==> config.mk <==
export PLATFORM = sky130hd
export DESIGN_NAME = victim_way_sel
export DESIGN_NICKNAME = d
export VERILOG_FILES = /design/src/rtl/vsel_pkg.sv /design/src/rtl/vsel_touch_gate.sv /design/src/rtl/vsel_plru_store.sv /design/src/rtl/vsel_victim_pick.sv /design/src/rtl/victim_way_sel.sv
export SDC_FILE = /design/constraint.sdc
export NUM_CORES = 1
export LEC_CHECK = 0
export BUFFER_PORTS_ARGS = -buffer_cell sky130_fd_sc_hd__buf_2
export CAP_MARGIN = 15
export CORE_MARGIN = 2
export CORE_UTILIZATION = 64
export CTS_CLUSTER_DIAMETER = 150
export DETAILED_ROUTE_END_ITERATION = 8
export PLACE_DENSITY_LB_ADDON = 0.08
export SYNTH_ARGS = -nofsm -noshare
export SYNTH_HDL_FRONTEND = slang
export SYNTH_HIERARCHICAL = 1
export SYNTH_SLANG_ARGS = --single-unit
==> constraint.sdc <==
create_clock -name clk -period 5.37 [get_ports clk]
set_clock_uncertainty 0.2 [all_clocks]
set_input_delay 1.074 -clock clk [delete_from_list [all_inputs] [get_ports clk]]
set_output_delay 1.074 -clock clk [all_outputs]
set_load 0.01 [all_outputs]
==> src/rtl/vsel_pkg.sv <==
package vsel_pkg;

    parameter int unsigned NUM_WAYS = 4;
    parameter int unsigned NUM_SETS = 16;

    localparam int unsigned WAY_W  = $clog2(NUM_WAYS);
    localparam int unsigned SET_W  = $clog2(NUM_SETS);
    localparam int unsigned TREE_W = NUM_WAYS - 1;
    localparam int unsigned LEVELS = WAY_W;

    typedef logic [NUM_WAYS-1:0] way_mask_t;
    typedef logic [WAY_W-1:0]    way_idx_t;
    typedef logic [SET_W-1:0]    set_idx_t;
    typedef logic [TREE_W-1:0]   tree_t;

    // A touch request after gating by the first-issue flag
    typedef struct packed {
        logic     en;
        set_idx_t set;
        way_idx_t way;
    } touch_t;

    // Where the victim came from
    typedef enum logic [1:0] {
        PICK_NONE    = 2'd0,
        PICK_INVALID = 2'd1,
        PICK_TREE    = 2'd2,
        PICK_SPARE   = 2'd3
    } pick_src_t;

    // Walk the heap-ordered tree: bit 0 of a node goes to the lower half
    function automatic way_idx_t tree_victim(input tree_t t);
        way_idx_t w;
        int unsigned node;
        logic b;
        w    = '0;
        node = 0;
        for (int unsigned lvl = 0; lvl < LEVELS; lvl++) begin
            b = t[node];
            w[WAY_W-1-lvl] = b;
            node = 2 * node + 1 + (b ? 1 : 0);
        end
        return w;
    endfunction

    // Point every node on the path away from the touched way
    function automatic tree_t tree_touch(input tree_t t, input way_idx_t w);
        tree_t r;
        int unsigned node;
        logic b;
        r    = t;
        node = 0;
        for (int unsigned lvl = 0; lvl < LEVELS; lvl++) begin
            b = w[WAY_W-1-lvl];
            r[node] = ~b;
            node = 2 * node + 1 + (b ? 1 : 0);
        end
        return r;
    endfunction

    function automatic way_mask_t lowest_oh(input way_mask_t m);
        way_mask_t neg;
        neg = ~m + way_mask_t'(1);
        return m & neg;
    endfunction

    function automatic way_mask_t idx_to_oh(input way_idx_t w);
        return way_mask_t'(1) << w;
    endfunction

endpackage

==> src/rtl/vsel_touch_gate.sv <==
module vsel_touch_gate
    import vsel_pkg::*;
(
    input  logic     strobe,
    input  logic     first_issue,
    input  set_idx_t set_in,
    input  way_idx_t way_in,
    output touch_t   touch
);
    // Replays and merged requests must not move the history
    always_comb begin
        touch.en  = strobe & first_issue;
        touch.set = set_in;
        touch.way = way_in;
    end
endmodule

==> src/rtl/vsel_plru_store.sv <==
module vsel_plru_store
    import vsel_pkg::*;
(
    input  logic                       clk,
    input  logic                       rst,
    input  touch_t                     hit_touch,
    input  touch_t                     fill_touch,
    input  set_idx_t                   rd_set,
    output tree_t                      rd_tree,
    output logic [NUM_SETS*TREE_W-1:0] state_flat
);
    tree_t trees [NUM_SETS];

    for (genvar s = 0; s < NUM_SETS; s++) begin : g_set
        tree_t nxt;
        logic  hit_here;
        logic  fill_here;

        assign hit_here  = hit_touch.en  && (hit_touch.set  == set_idx_t'(s));
        assign fill_here = fill_touch.en && (fill_touch.set == set_idx_t'(s));

        // Hit first, fill second when both land on this set
        always_comb begin
            nxt = trees[s];
            if (hit_here)  nxt = tree_touch(nxt, hit_touch.way);
            if (fill_here) nxt = tree_touch(nxt, fill_touch.way);
        end

        always_ff @(posedge clk) begin
            if (rst) trees[s] <= '0;
            else     trees[s] <= nxt;
        end

        assign state_flat[s*TREE_W +: TREE_W] = trees[s];
    end

    assign rd_tree = trees[rd_set];
endmodule

==> src/rtl/vsel_victim_pick.sv <==
module vsel_victim_pick
    import vsel_pkg::*;
(
    input  way_mask_t valid,
    input  way_mask_t writable,
    input  tree_t     tree,
    output way_mask_t victim,
    output logic      ok,
    output pick_src_t src
);
    way_mask_t empty_wr;
    way_mask_t tree_oh;

    assign empty_wr = ~valid & writable;
    assign tree_oh  = idx_to_oh(tree_victim(tree));

    always_comb begin
        if (|empty_wr) begin
            victim = lowest_oh(empty_wr);
            src    = PICK_INVALID;
        end else if (|(tree_oh & writable)) begin
            victim = tree_oh;
            src    = PICK_TREE;
        end else if (|writable) begin
            victim = lowest_oh(writable);
            src    = PICK_SPARE;
        end else begin
            victim = '0;
            src    = PICK_NONE;
        end
    end

    assign ok = (src != PICK_NONE);
endmodule

==> src/rtl/victim_way_sel.sv <==
module victim_way_sel
    import vsel_pkg::*;
(
    input  logic                 clk,
    input  logic                 rst,
    input  logic [SET_W-1:0]     pick_set,
    input  logic [NUM_WAYS-1:0]  way_valid,
    input  logic [NUM_WAYS-1:0]  way_writable,
    output logic [NUM_WAYS-1:0]  victim_oh,
    output logic                 victim_ok,
    input  logic                 acc_valid,
    input  logic                 acc_first,
    input  logic [SET_W-1:0]     acc_set,
    input  logic [WAY_W-1:0]     acc_way,
    input  logic                 fill_valid,
    input  logic                 fill_first,
    input  logic [SET_W-1:0]     fill_set,
    input  logic [WAY_W-1:0]     fill_way
);
    touch_t                     hit_t;
    touch_t                     fill_t;
    tree_t                      cur_tree;
    pick_src_t                  pick_src;
    logic [NUM_SETS*TREE_W-1:0] state_flat;

    vsel_touch_gate u_hit_gate (
        .strobe      (acc_valid),
        .first_issue (acc_first),
        .set_in      (acc_set),
        .way_in      (acc_way),
        .touch       (hit_t)
    );

    vsel_touch_gate u_fill_gate (
        .strobe      (fill_valid),
        .first_issue (fill_first),
        .set_in      (fill_set),
        .way_in      (fill_way),
        .touch       (fill_t)
    );

    vsel_plru_store u_store (
        .clk        (clk),
        .rst        (rst),
        .hit_touch  (hit_t),
        .fill_touch (fill_t),
        .rd_set     (pick_set),
        .rd_tree    (cur_tree),
        .state_flat (state_flat)
    );

    vsel_victim_pick u_pick (
        .valid    (way_valid),
        .writable (way_writable),
        .tree     (cur_tree),
        .victim   (victim_oh),
        .ok       (victim_ok),
        .src      (pick_src)
    );
endmodule

==> results.md <==
* Max incr delay on CP at 0.54 ns
* Syn Inst Count at approximately 430
* CP dominant cell by count: buf_2
* Total core area at 5205 um^2
* Area grow syn2layout at 2.252%
* Synth warn at 6
* Die X at 77.96 um
* Lkg Pwr at 1.129 nW
* Largest register FFs at 48
* Final RePlAce weighted congestion at 0.9735
* Setup CP Type: input pin to output port
* CTS root buffer: clkbuf_8
* Setup TNS at 0 ns
* Total track usage at between 30% and 40%
* HP Class: flip-flop to flip-flop
* DRT iter0 DRCs at between 400 and 500
* Synth Area per Inst at 8.104 um^2
* CTS resizes at 0
* Reg with most FFs: u_store/trees
* Vias at 3594
* Power consumption at around 760 uW
* Vias per std cell at 7.395
* Drt pass-1 iters at 7
* Gr ovfl total at 0
* Worst path required time at 4.10 ns
* Worst slew margin at 20.80%
* Largest registers: u_store/trees: 48 flops
* Min Clock Period, post-route at around 4.4 ns
* Worst vdd ir at 136.5 uV
* Final WL at between 10000 and 15000 um
* DR WL/cell at 22.03 um
* Detail Placement HPWL at slightly above 7000 um
* CP top delay family: multiplexers
* Total die area at 6078 um^2
* Max-slew violation count at 0
* Post-CTS Setup Bufs at 0
* Outcome: finished clean
* Post-synthesis instance area at 3501 um^2
* Post-DRT Antenna Nets at 0
* RSZ-0062 raised after global routing: false
* Worst-Skew Late Latency at roughly 0.30 ns
* Final Core Density at 68.77%
* Fmax at 226.2 MHz
* Max Cap Viol at 0
* Drt drc at 0
* Worst-path cell chain: buf_2, mux4_2, a22oi_1, nand3_1, mux2_2, a21oi_2, a32o_1, buf_2
* CP max stage cell: mux4_2
* Num rows at 26
* Crit end category: output port
* Initial antenna violation count at 0
* PwrDens at around 210 nW/um^2
* Worst slew pin tran at 1.188 ns
* Hold buffers post-CTS at 0
* PortBufs at 34
* Cell area after layout at 3580 um^2
* Clock transition at path regs at 0.09 ns
* Global-route wire length before repair at 17410 um
* Starting Density at 67.26%
* Htree depth at 2
* Largest net degree at the start of global routing at 65
* Most frequent cells in the layout: or3_1 (48), dfxtp_1 (48), buf_2 (34), o21ai_0 (34), a311oi_1 (32)
* Critical path arrival at 3.15 ns
* Vias in the first global route at 3300
* Clk buf depth at 2
* N_diodes at 0
* Syn Nets at between 400 and 500
* Die Ht at 77.96 um
* Cts bufs inserted at 5
* Clock sinks at 48
* Io pins at 35
* Placed instance area at 3467 um^2
* Tcrit/Tclk final at 82.31%
* Nets at 445
* Final Hold Vio Count at 0
* Final Setup Violations at 0
* Buf/Inv on CP at 2
* Crit path max fanout at 12
* TritonCTS clock tree: done
* Share of post-route cells with drive strength above 1 at 14.18%
* Critical Path Source Type: input pin
metrics by stage:
step           setup WS [ns]  hold slack (ns)  std cells
3_5_place_dp          0.9512           0.3019        477
5_1_grt               0.7985           0.3464        486
4_1_cts               0.9455           0.3131        485
3_3_place_gp           1.000           0.2975        477
2_1_floorplan          1.326           0.2773        432
6_report              0.9500           0.3241        486
report_power, final:
part | switching (mW) | leakage (nW) | internal (mW)
clock network | 0.129 | 0.0552 | 0.139
registers | 0.00382 | 0.387 | 0.361
logic | 0.0851 | 0.686 | 0.0387
worst paths after layout:
kind / depth (start not counted) / slack [ns] / from / to
worst min-delay path: 2 / 0.32 / u_store/trees[2][2]$_SDFF_PP0_ / u_store/trees[2][2]$_SDFF_PP0_
worst max register to register: 2 / 4.21 / u_store/trees[7][1]$_SDFF_PP0_ / u_store/trees[7][1]$_SDFF_PP0_
worst max-delay path: 8 / 0.95 / pick_set[0] / victim_oh[1]
worst min register to register: 2 / 0.32 / u_store/trees[2][2]$_SDFF_PP0_ / u_store/trees[2][2]$_SDFF_PP0_
cell type report:
| class | count | area (um^2) |
|---|---|---|
| timing repair buffer | 35 | 175.2 |
| tap | 70 | 87.58 |
| clock inverter | 2 | 35.03 |
| inverter | 6 | 22.52 |
| fill | 456 | 1625 |
| sequential | 48 | 960.9 |
| multi-input combinational | 319 | 2226 |
| clock buffer | 6 | 72.57 |
worst min-delay path, delay by kind of cell, from the launching register on:
kind,cells,cell delay [ns]
compound gates,2,0.16
flops,1,0.32
layer usage:
layer	vias up	part of all wire (%)	track usage, %
met1	1674	41	51.33
met4	0	1.7	9.123
met3	23	12	9.302
li1	1637	-	-
met2	260	46	55.34
met5	-	0	0
Power figures use the tool's default switching activity.
